### src/rtl/tick_prescaler_pkg.sv
package tick_prescaler_pkg;

  localparam int SEL_W    = 3;
  localparam int NUM_TAPS = 4;

  typedef enum logic [SEL_W-1:0] {
    SEL_STOP     = 3'd0,
    SEL_DIRECT   = 3'd1,
    SEL_DIV8     = 3'd2,
    SEL_DIV64    = 3'd3,
    SEL_DIV256   = 3'd4,
    SEL_DIV1024  = 3'd5,
    SEL_EXT_FALL = 3'd6,
    SEL_EXT_RISE = 3'd7
  } selCode_e;

  // log2 of each tap's divisor, ascending; index = code - 2
  function automatic int tapShift(input int idx);
    case (idx)
      0:       return 3;
      1:       return 6;
      2:       return 8;
      default: return 10;
    endcase
  endfunction

  localparam int PRESC_W = 10;

  // strobes handed from the divider datapath to the select control
  typedef struct packed {
    logic [NUM_TAPS-1:0] tapHit;
  } tapStrobes_t;

endpackage

### src/rtl/presc_divider.sv
module presc_divider
  import tick_prescaler_pkg::*;
#(
  parameter int CNT_W = PRESC_W
) (
  input  logic        clk,
  input  logic        rstN,
  input  logic        prescRst,
  output tapStrobes_t strobes
);

  logic [CNT_W-1:0] cnt;

  always_ff @(posedge clk or negedge rstN) begin
    if (!rstN)         cnt <= '0;
    else if (prescRst) cnt <= '0;
    else               cnt <= cnt + 1'b1;
  end

  // a tap fires in the cycle its low bits are all ones, i.e. the cycle
  // before they wrap to zero; a restart cancels that wrap
  for (genvar g = 0; g < NUM_TAPS; g++) begin : gTap
    localparam int SH = tapShift(g);
    assign strobes.tapHit[g] = (&cnt[SH-1:0]) && !prescRst;
  end

endmodule

### src/rtl/tick_select.sv
module tick_select
  import tick_prescaler_pkg::*;
(
  input  tapStrobes_t      strobes,
  input  logic [SEL_W-1:0] sel,
  input  logic             extTick,
  output logic             countEn
);

  always_comb begin
    unique case (selCode_e'(sel))
      SEL_STOP:     countEn = 1'b0;
      SEL_DIRECT:   countEn = 1'b1;
      SEL_DIV8:     countEn = strobes.tapHit[0];
      SEL_DIV64:    countEn = strobes.tapHit[1];
      SEL_DIV256:   countEn = strobes.tapHit[2];
      SEL_DIV1024:  countEn = strobes.tapHit[3];
      SEL_EXT_FALL,
      SEL_EXT_RISE: countEn = extTick;
      default:      countEn = 1'b0;
    endcase
  end

endmodule

### src/rtl/dual_tick_prescaler.sv
module dual_tick_prescaler
  import tick_prescaler_pkg::*;
#(
  parameter int NUM_TIMERS = 2
) (
  input  logic                        clk,
  input  logic                        rstN,
  input  logic                        prescRst,
  input  logic [NUM_TIMERS*SEL_W-1:0] selCode,
  input  logic [NUM_TIMERS-1:0]       extTick,
  output logic [NUM_TIMERS-1:0]       countEn
);

  tapStrobes_t strobes;

  presc_divider #(.CNT_W(PRESC_W)) uDiv (
    .clk      (clk),
    .rstN     (rstN),
    .prescRst (prescRst),
    .strobes  (strobes)
  );

  for (genvar t = 0; t < NUM_TIMERS; t++) begin : gTimer
    tick_select uSel (
      .strobes (strobes),
      .sel     (selCode[t*SEL_W +: SEL_W]),
      .extTick (extTick[t]),
      .countEn (countEn[t])
    );
  end

endmodule

### config.mk
export PLATFORM = sky130hd
export DESIGN_NAME = dual_tick_prescaler
export DESIGN_NICKNAME = d
export VERILOG_FILES = /design/src/rtl/tick_prescaler_pkg.sv /design/src/rtl/presc_divider.sv /design/src/rtl/tick_select.sv /design/src/rtl/dual_tick_prescaler.sv
export SDC_FILE = /design/constraint.sdc
export NUM_CORES = 1
export LEC_CHECK = 0
export ABC_AREA = 1
export BUFFER_PORTS_ARGS = -buffer_cell sky130_fd_sc_hd__buf_2
export CAP_MARGIN = 20
export CORE_UTILIZATION = 36
export DETAILED_ROUTE_END_ITERATION = 12
export PLACE_DENSITY = 0.59
export SYNTH_ARGS = -nofsm -noshare
export SYNTH_HDL_FRONTEND = slang
export SYNTH_HIERARCHICAL = 1
export SYNTH_SLANG_ARGS = --single-unit
### constraint.sdc
create_clock -name clk -period 1.3 [get_ports clk]
set_clock_uncertainty 0.2 [all_clocks]
set_input_delay 0 -clock clk [delete_from_list [all_inputs] [get_ports clk]]
set_output_delay 0 -clock clk [all_outputs]
set_load 0.02 [all_outputs]
==> metrics list, run 1 <==
- Filler instances: 145
- Total DRC errors in the routed layout: 4
- Synthesis produced a netlist with a net count of 110.
- Number of antenna violations at the first check in global routing: 0
- Clock tree buffer depth: 2
- Clock latency on the worst-skew pair, taken at its later pin, is 0.27 ns.
- On the critical path, the stage with the largest delay is an instance of sky130_fd_sc_hd__dfrtp_1.
- TritonCTS built the clock tree.
* Crit-path max cell delay: 0.40 ns
- The die is 44.14 um wide.
* Number of distinct library cells after synthesis: 13
* Pins over their slew limit: 0
* Post-route worst hold slack: 0.1980 ns
* Largest registers ranked by flip-flop count: uDiv/cnt (10)
- In the global route stage, overall resource usage came out at 0.1826.
* Number of buffer cells added on primary ports: 12
- The share of total power dissipated in sequential elements is 0.454.
- Final nets: 148
* Post-layout worst setup margin: -0.5453 ns
- Yosys warning count: 6
* Critical path class: flip-flop to primary output
- In the routed layout, each cell is associated on average with a via count of 4.793.
- The final reports fail on design-rule violations, negative setup slack.
- # placed instances: 137
* Most Frequent Cell on Critical Path: sky130_fd_sc_hd__nand2_1
- Required time of the worst setup path: 1.10 ns
* Fraction of layout instances using a drive strength above 1: 0.3582
* Root buffer cell: sky130_fd_sc_hd__clkbuf_4
- Synth Instances: 97
- Number of antenna diodes: 0
* Most flop-heavy register: uDiv/cnt
- Tcrit/Tclk final: 1.419
* Vias in the first global route: 685
* Die Y-Extent: 44.14 um
* Initial standard-cell utilization of the core: 0.4056
* Estimated wirelength of the detail-placed design: 1073 um
* Clock Pin Slew Worst Setup and Hold Paths: 0.07 ns
* H-Tree Level Count: 1
- Type of element capturing the critical path: primary output
- Slew HR: 0.8449
* Average detailed-routed wire length per instance: 10.79 um
- The critical path goes through ha_4 -> nand3_4 -> buf_4 -> inv_4 -> nand3_2 -> inv_2 -> nand2_1 -> nand2_1 -> nand2_1 -> nand3_2 -> buf_6.
- The final route contains 719 vias.
- Averaged over all synthesized cells, the footprint is 6.591 um2.
- The count of final hold-check violations came to 0.
- Clock buffer count from CTS: 3
* Setup repair after global routing missed its margin: true
- In this run the core area contains 14 standard-cell rows.
- Pin count of the biggest net entering global routing: 11
* Leakage power: 0.5480 nW
- From synthesis to final layout, the design area changed by 56.16%.
- For the finished layout, the period the worst path requires is 1.845 ns.
* Switching power summed over all nets: 175.5 uW
* Largest register FFs: 10
* DRT antenna net count: 0
- Counting instances, the worst hold path has a depth of 5.
- The first global-routing pass estimated 2622 um of wire.
* Full die area: 1948 um2
- Across the run, the number of max-cap violations was 0.
- The clock net in this run drives a total of 10 sinks.
- Largest vdd supply drop: 0.0005484 V
- Routability-driven placement congestion ratio: 0.7364
- Synthesis inferred 10 register bits.
* Hold/Removal Path Class: input pin to primary output
- Startpoint type of the worst setup path: flip-flop
- At the pin with the least slew margin, the transition time is 0.2326 ns.
- The first detailed-routing pass took 8 iterations.
* Highest fanout seen on the critical path: 3
- For this run the aggregate overflow at the end of global routing stands at 0.
- Final setup viols: 10
- For this design the ratio of total power to cell area is 721.4 nW/um2.
* Part of the total power dissipated in combinational logic: 0.156
- I/O pin count: 13
* Worst reg2reg path depth: 8
- Cell internal pwr: 544.8 uW
* Post-route non-filler standard cell count: 150
- The share of total power dissipated in the clock network is 0.390.
* Arrival time of the worst setup path: 1.65 ns
* Switching part of the total: 0.2437
- For this run, the register share of the synthesized area comes to 0.3914.
- Based on the critical path, the design can be clocked at up to 541.9 MHz.
* First DRT Iteration DRCs: 28
* Core Footprint: 1577 um2
- Area of the mapped netlist: 639.4 um2
- The flow ran to the end, but the final reports show violations.
- The routed design has 1619 um of wire.
stage by stage:
| step | power, mW | TNS (ns) | setup WS, ns | utilization | area, um2 |
|---|---|---|---|---|---|
| 2_1_floorplan | 0.3727 | -0.2678 | -0.1339 | - | 649.4 |
| 3_3_place_gp | 0.4154 | -0.5678 | -0.2589 | 0.5198 | 819.5 |
| 3_5_place_dp | 0.4178 | -0.6809 | -0.2968 | 0.5198 | 819.5 |
| 4_1_cts | 0.7212 | -1.528 | -0.5444 | 0.5968 | 940.9 |
| 5_1_grt | 0.7614 | -3.138 | -0.6645 | 0.6333 | 998.5 |
| 6_report | 0.7203 | -2.349 | -0.5453 | 0.6333 | 998.5 |
path summary, 6_finish.rpt:
path | to | start | slack (ns)
min reg2reg | uDiv/cnt[9] | uDiv/cnt[9] | 0.31
max in group asynchronous | uDiv/cnt[7] | rstN | 0.24
min | countEn[0] | selCode[1] | 0.20
max | countEn[0] | uDiv/cnt[0] | -0.55
max reg2reg | uDiv/cnt[4] | uDiv/cnt[0] | -0.37
min in group asynchronous | uDiv/cnt[3] | rstN | 0.47
worst max-delay path, delay by kind of cell, from the launching register on:
kind          cells  cell delay [ns]
simple gates      6             0.42
flops             1             0.40
fa+ha+maj         1             0.17
buf+inv           4             0.39
cell usage in the layout, fill, tap and decap left out, drive strengths merged:
| cell type | n |
|---|---|
| nand2 | 23 |
| nand4 | 2 |
| nand3 | 8 |
| buf | 29 |
| clkbuf | 4 |
| nor2 | 23 |
| dlygate4sd3 | 4 |
| dfrtp | 10 |
| ha | 2 |
| xor2 | 2 |
| o21ai | 2 |
| a21oi | 5 |
| nor3 | 1 |
| inv | 19 |
synth_stat cells:
cell                      count  share of area
sky130_fd_sc_hd__a21oi_1      5          0.039
sky130_fd_sc_hd__dfrtp_1     10           0.39
sky130_fd_sc_hd__ha_1         2          0.039
sky130_fd_sc_hd__inv_1       17           0.10
sky130_fd_sc_hd__inv_2        2          0.012
sky130_fd_sc_hd__nand2_1     23           0.14
sky130_fd_sc_hd__nand3_1      7          0.055
sky130_fd_sc_hd__nand3_2      1          0.016
sky130_fd_sc_hd__nand4_1      2          0.020
sky130_fd_sc_hd__nor2_1      23           0.14
sky130_fd_sc_hd__nor3_2       1          0.016
sky130_fd_sc_hd__o21ai_0      2          0.016
sky130_fd_sc_hd__xor2_1       2          0.027
final cells by class:
class | instances | area (um2) | share of cell area
timing repair buffer | 33 | 240.2 | 0.2406
clock buffer | 4 | 36.28 | 0.03634
tap | 16 | 20.02 | 0.02005
multi-input combinational | 68 | 377.9 | 0.3784
sequential | 10 | 250.2 | 0.2506
inverter | 19 | 73.82 | 0.07393
power by group through the flow:
stage	sequential [mW]	clock (mW)	combinational (mW)
detailed placement	0.330	0	0.0882
CTS	0.324	0.292	0.106
floorplan	0.329	0	0.0435
finish	0.327	0.281	0.112
global placement	0.329	0	0.0862
global route	0.328	0.307	0.127
cells by family after synthesis:
family / share of synthesized area
compound gates: 0.05479
fa+ha+maj: 0.03913
simple gates: 0.3757
buf+inv: 0.1115
xor+xnor: 0.02740
flops: 0.3914
per-layer routing:
layer | track usage | part of all wire | wire (um)
met4 | 0.1273 | 0.0049 | 8
met3 | 0.02449 | 0.036 | 59
met5 | 0 | 0 | 0
met2 | 0.3059 | 0.49 | 801
met1 | 0.2145 | 0.46 | 749
repair_timing:
item	4_1_cts	5_1_grt
endpoints found under the setup margin	5	9
pin swaps	0	4
hold buffers	4	0
gates cloned	0	0
endpoints found under the hold margin	15	0
resized for setup	8	10
buffers inserted	3	2
Note: power is estimated with default switching activity, not from simulation.
==> inputs of run 2 (changes only) <==
CORE_ASPECT_RATIO = 1.2   (was unset)
==> metrics list, run 2 (same netlist as run 1, synthesis figures left out) <==
- The maximum fanout along the worst path came to 2 (was 3).
- The fraction of layout cells with a size suffix above 1 was 0.3333 (was 0.3582).
* Critical path class: flip-flop to primary output (unchanged)
* Max capacitance violation total: 0 (unchanged)
- The number of violations reported at the end of detailed-routing iteration 0 is 9 (was 28).
* Total via count after detailed routing: 679 (was 719)
* Worst reg2reg path depth: 7 (was 8)
* Reg-to-Reg End: uDiv/cnt[8] (was uDiv/cnt[4])
- The effective utilization at floorplan is 0.3895 (was 0.4056).
- The final antenna diode count came to 0 (unchanged).
- Largest vdd supply drop: 0.0004609 V (was 0.0005484 V)
* Hold/Removal Path Class: input pin to primary output (unchanged)
- The TritonCTS buffer count came to 3 (unchanged).
- Worst flop-to-flop path startpoint: uDiv/cnt[0] (unchanged)
- The achievable clock frequency is 557.2 MHz (was 541.9 MHz).
- The endpoint class of the critical path is a primary output (unchanged).
- Later-pin clock latency in the skew report: 0.26 ns (was 0.27 ns)
* Largest registers ranked by flip-flop count: uDiv/cnt (10) (unchanged)
* Final setup viols: 7 (was 10)
- The number of remaining DRC errors is 0 (was 4).
- Tcrit/Tclk final: 1.381 (was 1.419)
- Total power after layout: 625.6 uW (was 720.3 uW)
- The maximum clock insertion buffer count is 2 (unchanged).
- The launching element type of the critical path is a flip-flop (unchanged).
- Post-route worst hold slack: 0.2007 ns (was 0.1980 ns)
- The post-route met1 wirelength is 602 um (was 749 um).
* Largest register FFs: 10 (unchanged)
* Area Overhead vs Synth: 44.42% (was 56.16%)
- The number of global-route vias before repair is 552 (was 685).
- Violations in the final reports: negative setup slack (was design-rule violations, negative setup slack).
* X dimension of the die: 40.47 um (was 44.14 um)
* First-pass GRT wire length: 2111 um (was 2622 um)
* GRT Overall Usage: 0.1682 (was 0.1826)
- Filler instances: 162 (was 145)
- Detailed Route WL: 1427 um (was 1619 um)
* Arrival time of the worst setup path: 1.59 ns (was 1.65 ns)
- Final hold vios: 0 (unchanged)
* Pin count of the biggest net entering global routing: 11 (unchanged)
* Capturing element of the worst setup path: countEn[1] (was countEn[0])
- The worst setup slack after layout is -0.4947 ns (was -0.5453 ns).
* Placement Rows: 16 (was 14)
- Pins over their slew limit: 0 (unchanged)
- Final nets: 144 (was 148)
* Most common cell after layout, fill and taps aside: sky130_fd_sc_hd__nand2_1
* I/O pin count: 13 (unchanged)
- The transition at the pin with the smallest max-transition slack is 0.2459 ns (was 0.2326 ns).
- The max-slew headroom at the worst pin was 0.8356 (was 0.8449).
- The via-per-instance ratio was 4.619 (was 4.793).
- The flip-flop and latch area is 250.2 um2 (unchanged).
- The CTS tree is done (unchanged).
* Multi-input logic area: 346.6 um2 (was 377.9 um2)
* Average detailed-routed wire length per instance: 9.707 um (was 10.79 um)
- Number of buffer cells added on primary ports: 12 (unchanged)
- Top Layer Used: met4 (unchanged)
* H-Tree Level Count: 1 (unchanged)
* Number of antenna violations at the first check in global routing: 0 (unchanged)
* Commonest cells after routing, fill and taps aside: 22 x sky130_fd_sc_hd__nand2_1, 21 x sky130_fd_sc_hd__nor2_1, 15 x sky130_fd_sc_hd__inv_1 (was 21 x sky130_fd_sc_hd__nor2_1, 21 x sky130_fd_sc_hd__nand2_1, 17 x sky130_fd_sc_hd__buf_4)
- Time the final worst path needs with I/O delays and setup: 1.795 ns (was 1.845 ns)
* Result of the run: complete, but fails checks (unchanged)
* DRT antenna net count: 0 (unchanged)
* Routed length on met2: 764 um (was 801 um)
* Power per cell area: 677.5 nW/um2 (was 721.4 nW/um2)
- The static leakage was 0.5031 nW (was 0.5480 nW).
- Root buffer cell: sky130_fd_sc_hd__clkbuf_4 (unchanged)
- Setup repair after global routing missed its margin: true (unchanged)
- Routability-driven placement congestion ratio: 0.7305 (was 0.7364)
- Sink Count: 10 (unchanged)
- The top register by number of flip-flops is uDiv/cnt (unchanged).
* Leftover overflow at the end of global routing: 0 (unchanged)
* Number of iterations in the first detailed-routing pass: 5 (was 8)
- The total met3 wirelength after detailed routing is 42 um (was 59 um).
- The area enclosed by the die boundary was 1949 um2 (was 1948 um2).
* Core Footprint: 1642 um2 (was 1577 um2)
- The clock-pin transition on the worst setup and hold timing paths came to 0.06 ns (was 0.07 ns).
* Required time of the worst setup path: 1.10 ns (about the same)
* Utilization of the core after routing: 0.5625 (was 0.6333)
- R2r setup slk: -0.14 ns (was -0.37 ns)
- Beginning of the critical path: uDiv/cnt[0] (unchanged)
- Estimated wirelength of the detail-placed design: 1082 um (was 1073 um)
- The y dimension of the die was 48.17 um (was 44.14 um).
-- run 2: how the worst min path moves through the flow --
stage	from	end	slack, ns	cells past startpoint
3_3_place_gp	rstN	uDiv/cnt[6]	-0.33	1
2_1_floorplan	rstN	uDiv/cnt[0]	-0.50	0
4_1_cts	selCode[4]	countEn[1]	0.21	5
5_1_grt	selCode[4]	countEn[1]	0.24	5
3_5_place_dp	rstN	uDiv/cnt[8]	-0.33	1
6_report	selCode[1]	countEn[0]	0.20	5
-- run 2: worst max-delay path, stage by stage, from the launching register on --
cell	delay (ns)
sky130_fd_sc_hd__dfrtp_1	0.35
sky130_fd_sc_hd__ha_2	0.19
sky130_fd_sc_hd__nand3_2	0.09
sky130_fd_sc_hd__nor2_2	0.10
sky130_fd_sc_hd__nand2_1	0.08
sky130_fd_sc_hd__buf_4	0.13
sky130_fd_sc_hd__inv_1	0.06
sky130_fd_sc_hd__nand2_1	0.05
sky130_fd_sc_hd__nand2_1	0.05
sky130_fd_sc_hd__nand2_1	0.06
sky130_fd_sc_hd__nand3_2	0.06
sky130_fd_sc_hd__buf_6	0.11
-- run 2: report_power, final --
part / internal (mW) / switching, mW
Clock: 0.106 / 0.0934
Sequential: 0.319 / 0.00501
Combinational: 0.0493 / 0.0527
-- run 2: layer usage --
metal / track usage / vias up
li1: - / 361
met1: 0.1930 / 305
met2: 0.2889 / 11
met3: 0.01370 / 2
met4: 0.1200 / 0
met5: 0 / -
-- run 2: what timing repair did --
action                                  4_1_cts  5_1_grt
buffers inserted                              2        0
hold buffers                                  3        0
pin swaps                                     5        4
endpoints found under the setup margin        5       10
resized for setup                             6        7
hold endpoints to repair                     16        0
-- run 2: layout make-up --
| type | instances | share of cell area |
|---|---|---|
| inverter | 19 | 0.07995 |
| sequential | 10 | 0.2710 |
| tap | 18 | 0.02439 |
| multi-input combinational | 68 | 0.3753 |
| clock buffer | 3 | 0.02439 |
| timing repair buffer | 29 | 0.2249 |
-- run 2: metrics by stage --
stage | setup slack (ns) | cells | cell area, um2 | TNS, ns
finish | -0.4947 | 147 | 923.4 | -1.352
global route | -0.6367 | 147 | 923.4 | -2.207
CTS | -0.6066 | 147 | 907.1 | -1.575
detailed placement | -0.3158 | 139 | 822.0 | -0.7504
global placement | -0.2664 | 139 | 822.0 | -0.5835
floorplan | -0.1339 | 97 | 649.4 | -0.2678
